[src/rtl/edu16_pkg.sv]
package edu16_pkg;
  localparam int XLEN = 16;
  localparam int NREG = 8;
  localparam int LINK_REG = 7;

  typedef enum logic [3:0] {
    OP_BR    = 4'd0,  OP_ADD  = 4'd1,  OP_LD   = 4'd2,  OP_ST   = 4'd3,
    OP_JSR   = 4'd4,  OP_AND  = 4'd5,  OP_LDR  = 4'd6,  OP_STR  = 4'd7,
    OP_RSV8  = 4'd8,  OP_NOT  = 4'd9,  OP_LDI  = 4'd10, OP_STI  = 4'd11,
    OP_JMP   = 4'd12, OP_RSV13 = 4'd13, OP_LEA = 4'd14, OP_TRAP = 4'd15
  } opcode_e;

  typedef enum logic [2:0] {
    ST_FETCH, ST_FWAIT, ST_EXEC, ST_RREQ, ST_RWAIT, ST_WREQ, ST_HALT
  } state_e;

  typedef enum logic [1:0] {ALU_ADD, ALU_AND, ALU_NOT, ALU_PASS} alu_op_e;

  // one-hot {n,z,p} of a result word
  function automatic logic [2:0] flags_of(input logic [XLEN-1:0] v);
    if (v[XLEN-1])      return 3'b100;
    else if (v == '0)   return 3'b010;
    else                return 3'b001;
  endfunction
endpackage

[src/rtl/edu16_regfile.sv]
module edu16_regfile #(
  parameter int WIDTH = 16,
  parameter int DEPTH = 8,
  localparam int AW = $clog2(DEPTH)
) (
  input  logic             clk,
  input  logic             rst_n,
  input  logic             we,
  input  logic [AW-1:0]    waddr,
  input  logic [WIDTH-1:0] wdata,
  input  logic [AW-1:0]    raddr_a,
  output logic [WIDTH-1:0] rdata_a,
  input  logic [AW-1:0]    raddr_b,
  output logic [WIDTH-1:0] rdata_b,
  input  logic [AW-1:0]    raddr_c,
  output logic [WIDTH-1:0] rdata_c
);
  logic [WIDTH-1:0] regs [DEPTH];

  always_ff @(posedge clk or negedge rst_n) begin
    if (!rst_n) begin
      for (int i = 0; i < DEPTH; i++) regs[i] <= '0;
    end else if (we) begin
      regs[waddr] <= wdata;
    end
  end

  assign rdata_a = regs[raddr_a];
  assign rdata_b = regs[raddr_b];
  assign rdata_c = regs[raddr_c];
endmodule

[src/rtl/edu16_alu.sv]
module edu16_alu
  import edu16_pkg::*;
#(
  parameter int WIDTH = 16
) (
  input  alu_op_e          op,
  input  logic [WIDTH-1:0] a,
  input  logic [WIDTH-1:0] b,
  output logic [WIDTH-1:0] y
);
  always_comb begin
    unique case (op)
      ALU_ADD: y = a + b;
      ALU_AND: y = a & b;
      ALU_NOT: y = ~a;
      default: y = b;
    endcase
  end
endmodule

[src/rtl/edu16_agen.sv]
module edu16_agen #(
  parameter int WIDTH = 16
) (
  input  logic [WIDTH-1:0] pc,
  input  logic [WIDTH-1:0] base,
  input  logic [WIDTH-1:0] ir,
  output logic [WIDTH-1:0] pc_rel9,
  output logic [WIDTH-1:0] pc_rel11,
  output logic [WIDTH-1:0] base_rel6,
  output logic [WIDTH-1:0] vec_addr
);
  localparam int W9  = 9;
  localparam int W11 = 11;
  localparam int W6  = 6;
  localparam int WV  = 8;

  logic [WIDTH-1:0] off9, off11, off6;

  assign off9  = {{(WIDTH-W9){ir[W9-1]}},   ir[W9-1:0]};
  assign off11 = {{(WIDTH-W11){ir[W11-1]}}, ir[W11-1:0]};
  assign off6  = {{(WIDTH-W6){ir[W6-1]}},   ir[W6-1:0]};

  assign pc_rel9   = pc + off9;
  assign pc_rel11  = pc + off11;
  assign base_rel6 = base + off6;
  assign vec_addr  = {{(WIDTH-WV){1'b0}}, ir[WV-1:0]};
endmodule

[src/rtl/edu16_core.sv]
module edu16_core
  import edu16_pkg::*;
#(
  parameter logic [XLEN-1:0] RESET_PC = 16'h0100
) (
  input  logic            clk,
  input  logic            rst_n,
  output logic            mem_req_valid,
  input  logic            mem_req_ready,
  output logic            mem_req_write,
  output logic [XLEN-1:0] mem_req_addr,
  output logic [XLEN-1:0] mem_req_wdata,
  input  logic            mem_rsp_valid,
  input  logic [XLEN-1:0] mem_rsp_data,
  output logic            illegal_op
);
  localparam int RAW = $clog2(NREG);
  localparam int IMMW = 5;

  state_e            state;
  logic [XLEN-1:0]   pc, ir, mar;
  logic [2:0]        cc;
  logic              ind_pend;
  logic              illegal_q;
  opcode_e           op;
  logic [RAW-1:0]    f_dst, f_base, f_src2;

  logic [XLEN-1:0]   rd_base, rd_src2, rd_dst;
  logic              rf_we, cc_we;
  logic [RAW-1:0]    rf_waddr;
  logic [XLEN-1:0]   rf_wdata;

  alu_op_e           alu_op;
  logic [XLEN-1:0]   alu_b, alu_y;
  logic [XLEN-1:0]   pc_rel9, pc_rel11, base_rel6, vec_addr;
  logic              br_hit;

  assign op     = opcode_e'(ir[XLEN-1 -: 4]);
  assign f_dst  = ir[11:9];
  assign f_base = ir[8:6];
  assign f_src2 = ir[2:0];
  assign br_hit = (ir[11:9] & cc) != 3'b000;

  edu16_regfile #(.WIDTH(XLEN), .DEPTH(NREG)) u_rf (
    .clk(clk), .rst_n(rst_n),
    .we(rf_we), .waddr(rf_waddr), .wdata(rf_wdata),
    .raddr_a(f_base), .rdata_a(rd_base),
    .raddr_b(f_src2), .rdata_b(rd_src2),
    .raddr_c(f_dst),  .rdata_c(rd_dst)
  );

  always_comb begin
    unique case (op)
      OP_ADD:  alu_op = ALU_ADD;
      OP_AND:  alu_op = ALU_AND;
      OP_NOT:  alu_op = ALU_NOT;
      default: alu_op = ALU_PASS;
    endcase
  end

  assign alu_b = ir[5] ? {{(XLEN-IMMW){ir[IMMW-1]}}, ir[IMMW-1:0]} : rd_src2;

  edu16_alu #(.WIDTH(XLEN)) u_alu (
    .op(alu_op), .a(rd_base), .b(alu_b), .y(alu_y)
  );

  edu16_agen #(.WIDTH(XLEN)) u_agen (
    .pc(pc), .base(rd_base), .ir(ir),
    .pc_rel9(pc_rel9), .pc_rel11(pc_rel11),
    .base_rel6(base_rel6), .vec_addr(vec_addr)
  );

  // register write-back and condition-code update
  always_comb begin
    rf_we    = 1'b0;
    cc_we    = 1'b0;
    rf_waddr = f_dst;
    rf_wdata = alu_y;
    if (state == ST_EXEC) begin
      unique case (op)
        OP_ADD, OP_AND, OP_NOT: begin
          rf_we = 1'b1;
          cc_we = 1'b1;
        end
        OP_LEA: begin
          rf_we    = 1'b1;
          cc_we    = 1'b1;
          rf_wdata = pc_rel9;
        end
        OP_JSR, OP_TRAP: begin
          rf_we    = 1'b1;
          rf_waddr = RAW'(LINK_REG);
          rf_wdata = pc;
        end
        default: ;
      endcase
    end else if (state == ST_RWAIT && mem_rsp_valid && !ind_pend && op != OP_TRAP) begin
      rf_we    = 1'b1;
      cc_we    = 1'b1;
      rf_wdata = mem_rsp_data;
    end
  end

  // sequencer
  always_ff @(posedge clk or negedge rst_n) begin
    if (!rst_n) begin
      state     <= ST_FETCH;
      pc        <= RESET_PC;
      ir        <= '0;
      mar       <= '0;
      cc        <= 3'b010;
      ind_pend  <= 1'b0;
      illegal_q <= 1'b0;
    end else begin
      if (cc_we) cc <= flags_of(rf_wdata);
      unique case (state)
        ST_FETCH: if (mem_req_ready) state <= ST_FWAIT;
        ST_FWAIT: begin
          if (mem_rsp_valid) begin
            ir    <= mem_rsp_data;
            pc    <= pc + XLEN'(1);
            state <= ST_EXEC;
          end
        end
        ST_EXEC: begin
          state <= ST_FETCH;
          unique case (op)
            OP_ADD, OP_AND, OP_NOT, OP_LEA: ;
            OP_BR:  if (br_hit) pc <= pc_rel9;
            OP_JMP: pc <= rd_base;
            OP_JSR: pc <= ir[11] ? pc_rel11 : rd_base;
            OP_LD: begin
              mar   <= pc_rel9;
              state <= ST_RREQ;
            end
            OP_LDI, OP_STI: begin
              mar      <= pc_rel9;
              ind_pend <= 1'b1;
              state    <= ST_RREQ;
            end
            OP_LDR: begin
              mar   <= base_rel6;
              state <= ST_RREQ;
            end
            OP_ST: begin
              mar   <= pc_rel9;
              state <= ST_WREQ;
            end
            OP_STR: begin
              mar   <= base_rel6;
              state <= ST_WREQ;
            end
            OP_TRAP: begin
              mar   <= vec_addr;
              state <= ST_RREQ;
            end
            default: begin
              illegal_q <= 1'b1;
              state     <= ST_HALT;
            end
          endcase
        end
        ST_RREQ: if (mem_req_ready) state <= ST_RWAIT;
        ST_RWAIT: begin
          if (mem_rsp_valid) begin
            if (ind_pend) begin
              mar      <= mem_rsp_data;
              ind_pend <= 1'b0;
              state    <= (op == OP_STI) ? ST_WREQ : ST_RREQ;
            end else begin
              if (op == OP_TRAP) pc <= mem_rsp_data;
              state <= ST_FETCH;
            end
          end
        end
        ST_WREQ: if (mem_req_ready) state <= ST_FETCH;
        default: state <= ST_HALT;
      endcase
    end
  end

  assign mem_req_valid = (state == ST_FETCH) || (state == ST_RREQ) || (state == ST_WREQ);
  assign mem_req_write = (state == ST_WREQ);
  assign mem_req_addr  = (state == ST_FETCH) ? pc : mar;
  assign mem_req_wdata = rd_dst;
  assign illegal_op    = illegal_q;

  AST_REQ_HOLD: assert property (@(posedge clk) disable iff (!rst_n)
    (mem_req_valid && !mem_req_ready) |=> (mem_req_valid && $stable(mem_req_addr)
      && $stable(mem_req_write) && $stable(mem_req_wdata)));

  AST_PC_STEP: assert property (@(posedge clk) disable iff (!rst_n)
    (state == ST_FWAIT && mem_rsp_valid) |=> (pc == $past(pc) + XLEN'(1)));

  AST_CC_ONEHOT: assert property (@(posedge clk) disable iff (!rst_n)
    $countones(cc) == 1);

  AST_CC_KEEP: assert property (@(posedge clk) disable iff (!rst_n)
    (state == ST_EXEC && (op == OP_ST || op == OP_STR || op == OP_BR || op == OP_JMP
      || op == OP_JSR)) |=> $stable(cc));

  AST_BR_MISS: assert property (@(posedge clk) disable iff (!rst_n)
    (state == ST_EXEC && op == OP_BR && !br_hit) |=> (pc == $past(pc)));

  AST_HALT_QUIET: assert property (@(posedge clk) disable iff (!rst_n)
    illegal_op |=> (illegal_op && !mem_req_valid));
endmodule

[config.mk]
export PLATFORM = sky130hd
export DESIGN_NAME = edu16_core
export DESIGN_NICKNAME = d
export VERILOG_FILES = /design/src/rtl/edu16_pkg.sv /design/src/rtl/edu16_regfile.sv /design/src/rtl/edu16_alu.sv /design/src/rtl/edu16_agen.sv /design/src/rtl/edu16_core.sv
export SDC_FILE = /design/constraint.sdc
export NUM_CORES = 1
export LEC_CHECK = 0
export ABC_AREA = 1
export BUFFER_PORTS_ARGS = -buffer_cell sky130_fd_sc_hd__buf_4
export CORE_ASPECT_RATIO = 1.25
export CORE_MARGIN = 10
export CORE_UTILIZATION = 60
export CTS_CLUSTER_SIZE = 12
export DETAILED_ROUTE_END_ITERATION = 6
export HOLD_SLACK_MARGIN = 0.08
export PLACE_DENSITY = 0.78
export SLEW_MARGIN = 40
export SYNTH_ARGS = -nofsm -noshare
export SYNTH_HDL_FRONTEND = slang
export SYNTH_SLANG_ARGS = --single-unit
[constraint.sdc]
create_clock -name clk -period 9.4 [get_ports clk]
set_input_delay 1.88 -clock clk [delete_from_list [all_inputs] [get_ports clk]]
set_output_delay 1.88 -clock clk [all_outputs]
set_load 0.03 [all_outputs]
==> results_dict.tcl, run 1 <==
set metrics [dict create \
    p_per_area_mw_per_mm2 97.9 \
    via_count 16500 \
    cts_buffers 17 \
    dr.pass1.iters 6 \
    track_usage 0.323 \
    yosys.area.top_type "dfrtp_1" \
    rr_endpoint "cc[0]$_DFFE_PN0P_" \
    hp-class "reg2reg" \
    min_to "illegal_op$_DFFE_PN0P_" \
    synthCells 2320 \
    ys_warn_count 0 \
    synth_edf_count 0 \
    crit_chain "buf_4 -> clkinv_1 -> buf_4 -> a21oi_1 -> o21ai_0 -> nand2_1 -> nor2_1 -> a31oi_1 -> buf_4" \
    pin_count 55 \
    grt_pass1_wl_mm 83.1 \
    cts_buffer_depth 2 \
    synth-seq-area-share 0.303 \
    crit_top_cell "buf_4" \
    grt_setup_unrepaired "false" \
    timing.max_cap.violations 0 \
    leakage_nw 7.60 \
    row_count 65 \
    postCtsSetupBuffers 0 \
    netlist.area_leader.share 0.299 \
    ys_ff_latch 184 \
    tns_ps 0 \
    syn_to_final_growth_pct 7.47 \
    whs_ps 483 \
    antenna_left 0 \
    synth_flop_cell "dfrtp_1" \
    dp_hpwl_mm 37.3 \
    finClkSkew_ps 15.4 \
    hold_viol_final 0 \
    insertion_delay_ps 460 \
    hold_start "illegal_op$_DFFE_PN0P_" \
    port_buffers 54 \
    worstPathRequired_ps 7520 \
    netlist_top_cells_area "dfrtp_1 (30%), nand2_1 (11%), o21ai_0 (11%), a21oi_1 (10%), inv_1 (5.8%)" \
    cp.arrival_ps 3410 \
    clk_pin_slew_ps 70 \
    gp_congestion 0.993 \
    cp_slowest_cell "clkinv_1" \
    status "complete, no violations" \
    core_area_sq_mm 0.0251 \
    regToRegSetupSlack_ps 4690 \
    cts_tree "built" \
    fmax_mhz 189 \
    htreeDepth 4 \
    fin_crit_ps 5290 \
    worst_setup_path_start_kind "register" \
    hold_buffers 0 \
    drtIter0Drc 2071 \
    grt_max_degree 121 \
    r2r.worst_path.cells 23 \
    r2r_start "ir[6]$_DFFE_PN0P_" \
    antenna_found_initial 0 \
    route.final.wire_length_mm 52.9 \
    fillers 2316 \
    grt_pass1_vias 15400 \
    critPathKind "reg2out" \
    syn_area_per_cell_sq_um 6.56 \
    whs_path_depth 2 \
    cts-root-buf "clkbuf_16" \
    final_max_slew_viol_count 0 \
    final_util 0.651 \
    viasPerCell 6.27 \
    async_reset_ff_frac 1.00 \
    final_nets 2370 \
    syn_area_sq_mm 0.0152 \
    wl_per_cell_microns 20.0 \
    totalPowerFinal_mw 1.60 \
    synth_fp_nets 2396 \
    layout-drive-gt1-share 0.0980 \
    cts.sinks 184 \
    ir_drop_uv 123 \
    setup_violations 0 \
    crit_fanout 72 \
    drc 0 \
    die_x_microns 162 \
    final.period_utilization 0.563 \
    slew_headroom 0.420 \
    grt_overflow 0 \
    n_antenna_cell 0 \
    synth_cell_type_count 65 \
    die_y_microns 198 \
    endpoint_kind "output port" \
    die_area_sq_mm 0.0322 \
    post_cts_resized 0 \
    max_stage_delay_ps 680 \
    tightest_slew_ps 869 \
    start_util 0.606 \
]
-- layer usage --
| layer | global-route usage | vias up | wire (microns) |
|---|---|---|---|
| met3 | 0.0467 | 184 | 5080 |
| met2 | 0.527 | 996 | 24900 |
| li1 | - | 7769 | - |
| met5 | 0 | - | 0 |
| met4 | 0.155 | 0 | 2380 |
| met1 | 0.412 | 7596 | 20600 |
-- critical path, delay by kind of cell (launching register included) --
family	cells	cell delay (ps)
flops	1	340
compound gates	3	530
buf+inv	4	1950
simple gates	2	130
-- cell families (layout without fill, tap and decap cells) --
logic type	after synthesis	in the layout	share of synthesized area
AND/OR/NAND/NOR	851	851	0.238
multiplexers	1	1	0.000740
flip-flops	184	184	0.303
XOR/XNOR	24	24	0.0138
adder cells (fa/ha/maj)	56	56	0.0475
AO/OA/AOI/OAI	812	812	0.293
buffers and inverters	392	377	0.104
-- placed cells by master (no fill, tap or decap), types with 3 or more instances in the layout --
cell type	instances
nand4_1	9
dfrtp_1	177
inv_4	4
o21ai_2	15
clkbuf_16	18
o21ai_1	36
nand3_1	109
o22ai_1	19
inv_1	233
a211oi_1	3
a32oi_1	7
fa_1	3
dfrtp_2	5
a21oi_1	306
bufinv_16	3
buf_4	76
nor2_2	13
a22oi_1	10
xor2_1	17
o211ai_1	11
or2_2	4
a221oi_1	6
nor2_1	191
inv_2	25
nand2_4	4
xnor2_1	7
o21ai_0	331
ha_1	53
nor2_4	6
o221ai_1	17
nand2_1	460
inv_6	4
nor3_1	15
a41oi_1	3
nor4_1	4
nand3_2	9
a31oi_1	28
clkinv_1	5
nand2_2	19
-- synthesized netlist by cell type, types with 8 or more instances --
library cell	instances
o221ai_1	17
nand2_2	18
xor2_1	17
ha_1	53
a31oi_1	28
dfrtp_1	182
nand2_1	461
o22ai_1	19
buf_2	31
nor3_1	15
o21ai_1	36
nand4_1	9
nor2_1	198
o211ai_1	11
nand3_1	109
a22oi_1	10
inv_2	25
nand3_2	9
nor2_2	8
inv_1	235
clkbuf_1	76
o21ai_0	331
o21ai_2	15
a21oi_1	306
-- sequential cells by signal (all words and copies together) (netlist names) --
name        cells
cc              3
illegal_op      1
ind_pend        1
ir             16
mar            16
pc             16
state           3
u_rf.regs     128
-- layout make-up --
type                    count  area [sq um]  share of cell area
multi-input cells        1744          9060               0.554
flip-flops and latches    184          4610               0.282
inverters                 267          1010              0.0619
repair buffers             80           654              0.0400
clock buffers              19           443              0.0271
well taps                 335           419              0.0256
clock inverters            11           161             0.00986
-- where the power goes --
group | switching (mW) | internal (mW)
clock | 0.352 | 0.430
combinational | 0.0226 | 0.00678
sequential | 0 | 0.791
-- through the flow --
stage / worst slack (ps) / std cells / cell area [sq um]
finish: 4110 / 2640 / 16400
global route: 3890 / 2640 / 16400
CTS: 4160 / 2639 / 16300
detailed placement: 4640 / 2609 / 15700
global placement: 4680 / 2608 / 15700
floorplan: 5640 / 2320 / 15200
-- worst max-delay path by stage --
stage,start,endpoint,depth (start not counted)
4_1_cts,ir[9]$_DFFE_PN0P_,mem_req_wdata[9],9
6_report,ir[9]$_DFFE_PN0P_,mem_req_wdata[9],9
3_3_place_gp,ir[9]$_DFFE_PN0P_,mem_req_wdata[9],9
3_5_place_dp,ir[9]$_DFFE_PN0P_,mem_req_wdata[9],9
5_1_grt,ir[9]$_DFFE_PN0P_,mem_req_wdata[9],9
2_1_floorplan,ir[10]$_DFFE_PN0P_,mem_req_wdata[10],8
(Power assumes the default switching activity.)
==> run 2: changes to the inputs <==
Clock period 9.4 ns to 5.1 ns, I/O delays scaled along.
==> results_dict.tcl, run 2 (same netlist as run 1, synthesis figures left out) <==
set metrics [dict create \
    power_frac_seq 0.492 \
    stdcell_area_sq_mm 0.0165 \
    tns_ps 0 \
    worst_setup_path_start_kind "register" \
    viasPerCell 6.26 \
    wl_per_cell_microns 19.7 \
    pre_cts_ws_ps 958 \
    status "complete, no violations" \
    grt_max_degree 103 \
    worstPathRequired_ps 5450 \
    final.period_utilization 0.837 \
    rr_endpoint "cc[0]$_DFFE_PN0P_" \
    track_usage 0.320 \
    switchingPower_mw 0.686 \
    ir_drop_uv 248 \
    largest_reg_flops 128 \
    htreeDepth 4 \
    layout.cells.most_common_list "nand2_1 (460), o21ai_0 (331), a21oi_1 (306)" \
    slew_headroom 0.431 \
    critPathKind "reg2reg" \
    power.share.switching 0.231 \
    crit_fanout 34 \
    regToRegSetupSlack_ps 830 \
    post_cts_resized 0 \
    leakage_nw 7.67 \
    antenna_left 0 \
    cts_buffer_depth 2 \
    timing.max_cap.violations 0 \
    final_nets 2383 \
    dr.pass1.iters 6 \
    drtIter0Drc 1940 \
    hold_viol_final 0 \
    grt_setup_unrepaired "false" \
    cts_tree "built" \
    grt_pass1_vias 15800 \
    power.internal_mw 2.28 \
    r2r.worst_path.cells 23 \
    crit_end "cc[0]$_DFFE_PN0P_" \
    postCtsSetupBuffers 0 \
    route.final.wire_length_mm 52.2 \
    hp-class "reg2reg" \
    dp_hpwl_mm 37.5 \
    r2r_start "ir[1]$_DFFE_PN0P_" \
    port_buffers 54 \
    grt_pass1_wl_mm 82.8 \
    cts_buffers 17 \
    setup_violations 0 \
    core_area_sq_mm 0.0251 \
    die_area_sq_mm 0.0322 \
    fmax_mhz 234 \
    placed_area_sq_mm 0.0158 \
    via_count 16600 \
    clk_pin_slew_ps 70 \
    top_register "u_rf.regs" \
    final_max_slew_viol_count 0 \
    insertion_delay_ps 460 \
    cts.sinks 184 \
    setup_slack_ps 831 \
    start_util 0.606 \
    critPathLaunch "ir[1]$_DFFE_PN0P_" \
    die_x_microns 162 \
    fin_crit_ps 4270 \
    combPwrFrac 0.018 \
    pin_count 55 \
    cts-root-buf "clkbuf_16" \
    die_y_microns 198 \
    cp.arrival_ps 4620 \
    antenna_found_initial 0 \
    tightest_slew_ps 853 \
    layout-drive-gt1-share 0.103 \
    drc 0 \
    grt_overflow 0 \
    final_common_cell "nand2_1" \
    syn_to_final_growth_pct 8.09 \
    clockPowerShare 0.490 \
    endpoint_kind "register" \
    hold_buffers 0 \
    row_count 65 \
    p_per_area_mw_per_mm2 180 \
    gp_congestion 1.03 \
    finClkSkew_ps 13.0 \
]
-- run 2: how the worst min path moves through the flow --
stage                     slack [ps]                      to  cells after the start              startpoint
final                            480       cc[1]$_DFFE_PN1P_                      2       cc[1]$_DFFE_PN1P_
after detailed placement         470      mar[1]$_DFFE_PN0P_                      2      mar[1]$_DFFE_PN0P_
after global routing             500       cc[1]$_DFFE_PN1P_                      2       cc[1]$_DFFE_PN1P_
after CTS                        480       cc[1]$_DFFE_PN1P_                      2       cc[1]$_DFFE_PN1P_
after global placement           450  illegal_op$_DFFE_PN0P_                      2  illegal_op$_DFFE_PN0P_
after floorplan                  450       cc[1]$_DFFE_PN1P_                      2       cc[1]$_DFFE_PN1P_
-- run 2: layout make-up --
class / count / area, sq um
clock inverter: 11 / 164
timing repair buffer: 93 / 742
antenna: 1 / 2.50
fill: 2325 / 8670
multi-input combinational: 1744 / 9050
clock buffer: 20 / 457
inverter: 267 / 1010
sequential: 184 / 4610
tap: 335 / 419
-- run 2: worst max-delay path: stages, from the launching register on --
cell and delay, ps:
dfrtp_2 650, a21oi_1 250, o21ai_0 110, o21ai_1 120, nand2_1 70, nand2_1 80, o21ai_1 110, ha_1 320
fa_1 520, or2_2 320, a31oi_1 190, o211ai_1 110, nand3_1 90, o2111ai_2 290, nor3_2 190, nand2_1 80
nor2_1 140, nand2_1 70, nor2_1 90, nand2_1 70, nor2_2 100, nand2_1 60, nand2_1 70, nand2_1 40
-- run 2: power by group through the flow --
| stage | sequential [mW] | clock [mW] | combinational (mW) |
|---|---|---|---|
| final | 1.46 | 1.45 | 0.0528 |
| after global routing | 1.46 | 1.51 | 0.0588 |
| after CTS | 1.46 | 1.46 | 0.0537 |
| after detailed placement | 1.49 | 0 | 0.0541 |
| after global placement | 1.49 | 0 | 0.0533 |
| after floorplan | 1.49 | 0 | 0.00419 |
-- run 2: layer usage --
metal / track usage / part of all wire / wire [microns]
met1: 0.399 / 0.39 / 20500
met2: 0.529 / 0.48 / 24800
met3: 0.0513 / 0.089 / 4670
met4: 0.153 / 0.042 / 2190
met5: 0 / 0 / 0
-- run 2: through the flow --
step / total power, mW / hold WS (ps) / util / cells
after floorplan: 1.49 / 446 / - / 2320
after global placement: 1.54 / 450 / 0.630 / 2623
after detailed placement: 1.54 / 467 / 0.630 / 2623
after CTS: 2.97 / 481 / 0.655 / 2654
after global routing: 3.02 / 500 / 0.655 / 2654
final: 2.96 / 480 / 0.655 / 2655
==> run 3: changes to the inputs <==
Settings changed: ABC_AREA 1 to 0.
Clock period 5.1 ns to 4.25 ns, I/O delays scaled along.
==> results_dict.tcl, run 3 <==
set metrics [dict create \
    status "finished, violations left" \
    violations "setup timing" \
    synth_edf_count 0 \
    fin_crit_ps 4810 \
    pin_count 55 \
    antenna_found_initial 0 \
    htreeDepth 4 \
    synth_most_common_cell "dfrtp_1" \
    layout.cells.most_common_list "buf_4 (296), dfrtp_1 (178), mux2_2 (144)" \
    stdcell_area_sq_mm 0.0186 \
    setup_slack_ps -559 \
    core_area_sq_mm 0.0246 \
    antenna_left 0 \
    dp_hpwl_mm 38.6 \
    synth_flop_cell "dfrtp_1" \
    ys_ff_latch 184 \
    muxShareOfSynthArea 0.280 \
    netlist_top_cells_area "dfrtp_1 (30%), mux4_2 (14%), mux2_2 (11%), ha_1 (4.4%), o21ai_0 (3.7%)" \
    route.final.wire_length_mm 54.3 \
    cts.sinks 184 \
    syn_area_per_cell_sq_um 9.98 \
    hp-class "in2async" \
    async_reset_ff_frac 1.00 \
    grt_overflow 0 \
    synthCells 1504 \
    final.period_utilization 1.13 \
    synth_common_cells "dfrtp_1 (182), mux2_2 (151), nand2_1 (145)" \
    grt_pass1_vias 14600 \
    worstPathRequired_ps 4590 \
    clk_pin_slew_ps 70 \
    synth-seq-area-share 0.307 \
    endpoint_kind "register" \
    gp_congestion 1.00 \
    syn_area_sq_mm 0.0150 \
    fmax_mhz 208 \
    layout-drive-gt1-share 0.395 \
    finClkSkew_ps 16.6 \
    tightest_slew_ps 722 \
    critPathKind "reg2reg" \
    synth_cell_type_count 92 \
    die_y_microns 197 \
    cp.arrival_ps 5150 \
    path_buf_inv 1 \
    largest_reg_flops 128 \
    netlist.area_leader.share 0.304 \
    drc 0 \
    drtIter0Drc 1817 \
    cp_slowest_cell "mux4_2" \
    start_util 0.610 \
    grt_pass1_wl_mm 82.4 \
    max_stage_delay_ps 550 \
    cts-root-buf "clkbuf_16" \
    track_usage 0.330 \
    critPathTopFamily "simple AND/OR/NAND/NOR gates" \
    ys_warn_count 0 \
    crit_fanout 5 \
    n_antenna_cell 0 \
    synth_xor_area_frac 0.0268 \
    via_count 14600 \
    yosys.area.top_type "dfrtp_1" \
    row_count 64 \
    dr.pass1.iters 6 \
    fillers 1692 \
    timing.max_cap.violations 0 \
    final_nets 1817 \
    syn_to_final_growth_pct 23.8 \
    insertion_delay_ps 460 \
    cts_tree "built" \
    cts_buffers 17 \
    crit_chain "mux4_2 -> mux2i_2 -> inv_2 -> ha_4 -> fa_2 -> mux2_4 -> o22ai_2 -> nand2_1 -> o211ai_1 -> nand2_1 -> or4_4 -> or4_4 -> or4b_1 -> or4_4 -> o221a_1" \
    worst_setup_path_start_kind "register" \
    slew_headroom 0.514 \
    top_register "u_rf.regs" \
    port_buffers 54 \
    cts_buffer_depth 2 \
    die_x_microns 161 \
    synth-simple-area-share 0.126 \
    setup_violations 10 \
    wl_per_cell_microns 26.1 \
    crit_top_cell "or4_4" \
    hold_viol_final 0 \
    grt_max_degree 81 \
    viasPerCell 7.01 \
    die_area_sq_mm 0.0318 \
    regToRegSetupSlack_ps -560 \
    synth_compound_area_frac 0.176 \
    grt_setup_unrepaired "true" \
    final_common_cell "buf_4" \
    synth_fa_ha_area_frac 0.0482 \
    final_max_slew_viol_count 0 \
    synth_fp_nets 1580 \
    synth_top_family_by_area "multiplexers" \
    placed_area_sq_mm 0.0173 \
]
## run 3: area by class of cell
class	instances	area [sq um]	area share
Multi-Input combinational cell	1187	10300	0.552
Timing Repair Buffer	319	2570	0.139
Inverter	32	123	0.00660
Sequential cell	184	4610	0.248
Clock inverter	11	135	0.00728
Tap cell	330	413	0.0222
Clock buffer	20	457	0.0246
## run 3: worst paths after layout
check | startpoint | to | cells past startpoint
setup / recovery | ir[6]$_DFFE_PN0P_ | cc[0]$_DFFE_PN0P_ | 15
hold / removal | rst_n | mar[1]$_DFFE_PN0P_ | 1
setup reg to reg | ir[6]$_DFFE_PN0P_ | cc[0]$_DFFE_PN0P_ | 15
hold reg to reg | mar[1]$_DFFE_PN0P_ | mar[1]$_DFFE_PN0P_ | 2
max in group asynchronous | rst_n | u_rf.regs[109]$_DFFE_PN0P_ | 2
min in group clk | mar[1]$_DFFE_PN0P_ | mar[1]$_DFFE_PN0P_ | 2
## run 3: what timing repair did
| item | CTS | global route |
|---|---|---|
| endpoints found under the setup margin | 37 | 53 |
| hold buffers | 0 | 0 |
| resized for setup | 25 | 82 |
| pin swaps | 5 | 32 |
| gates cloned | 1 | 1 |
| buffers inserted | 6 | 19 |
## run 3: kinds of logic (layout without fill, tap and decap cells)
family / Yosys count / in the layout
compound gates: 406 / 406
xor+xnor: 46 / 46
fa+ha+maj: 56 / 56
buf+inv: 133 / 382
flops: 184 / 184
mux: 280 / 280
simple gates: 399 / 399
## run 3: layer usage
metal | track usage | wire length [microns] | part of all wire | vias to the layer above
met5 | 0 | 0 | 0 | -
met4 | 0.191 | 3070 | 0.057 | 0
met3 | 0.0644 | 5010 | 0.092 | 223
met2 | 0.550 | 26300 | 0.48 | 1012
met1 | 0.393 | 19900 | 0.37 | 7126
li1 | - | - | - | 6250
## run 3: worst reg2reg max path, cell delays in order, from the launching register on
cell and delay, ps:
dfrtp_2 450, mux4_2 550, mux2i_2 230, inv_2 90, ha_4 170, fa_2 400, mux2_4 280, o22ai_2 80
nand2_1 80, o211ai_1 130, nand2_1 120, or4_4 500, or4_4 440, or4b_1 530, or4_4 440, o221a_1 220
## run 3: stage by stage
| step | utilization | hold slack, ps | TNS [ps] | std cells | setup WS (ps) |
|---|---|---|---|---|---|
| global route | 0.755 | 496 | -4260 | 2083 | -661 |
| global placement | 0.703 | 454 | -7490 | 2025 | -634 |
| detailed placement | 0.703 | 467 | -9140 | 2025 | -693 |
| finish | 0.755 | 440 | -1620 | 2083 | -559 |
| floorplan | - | 446 | -1250 | 1504 | -651 |
| CTS | 0.735 | 468 | -2720 | 2063 | -567 |
Power of run 3 is left out: the tool's default activity adds up to more than one toggle a clock period on the data nets, which glitch-free logic cannot reach.
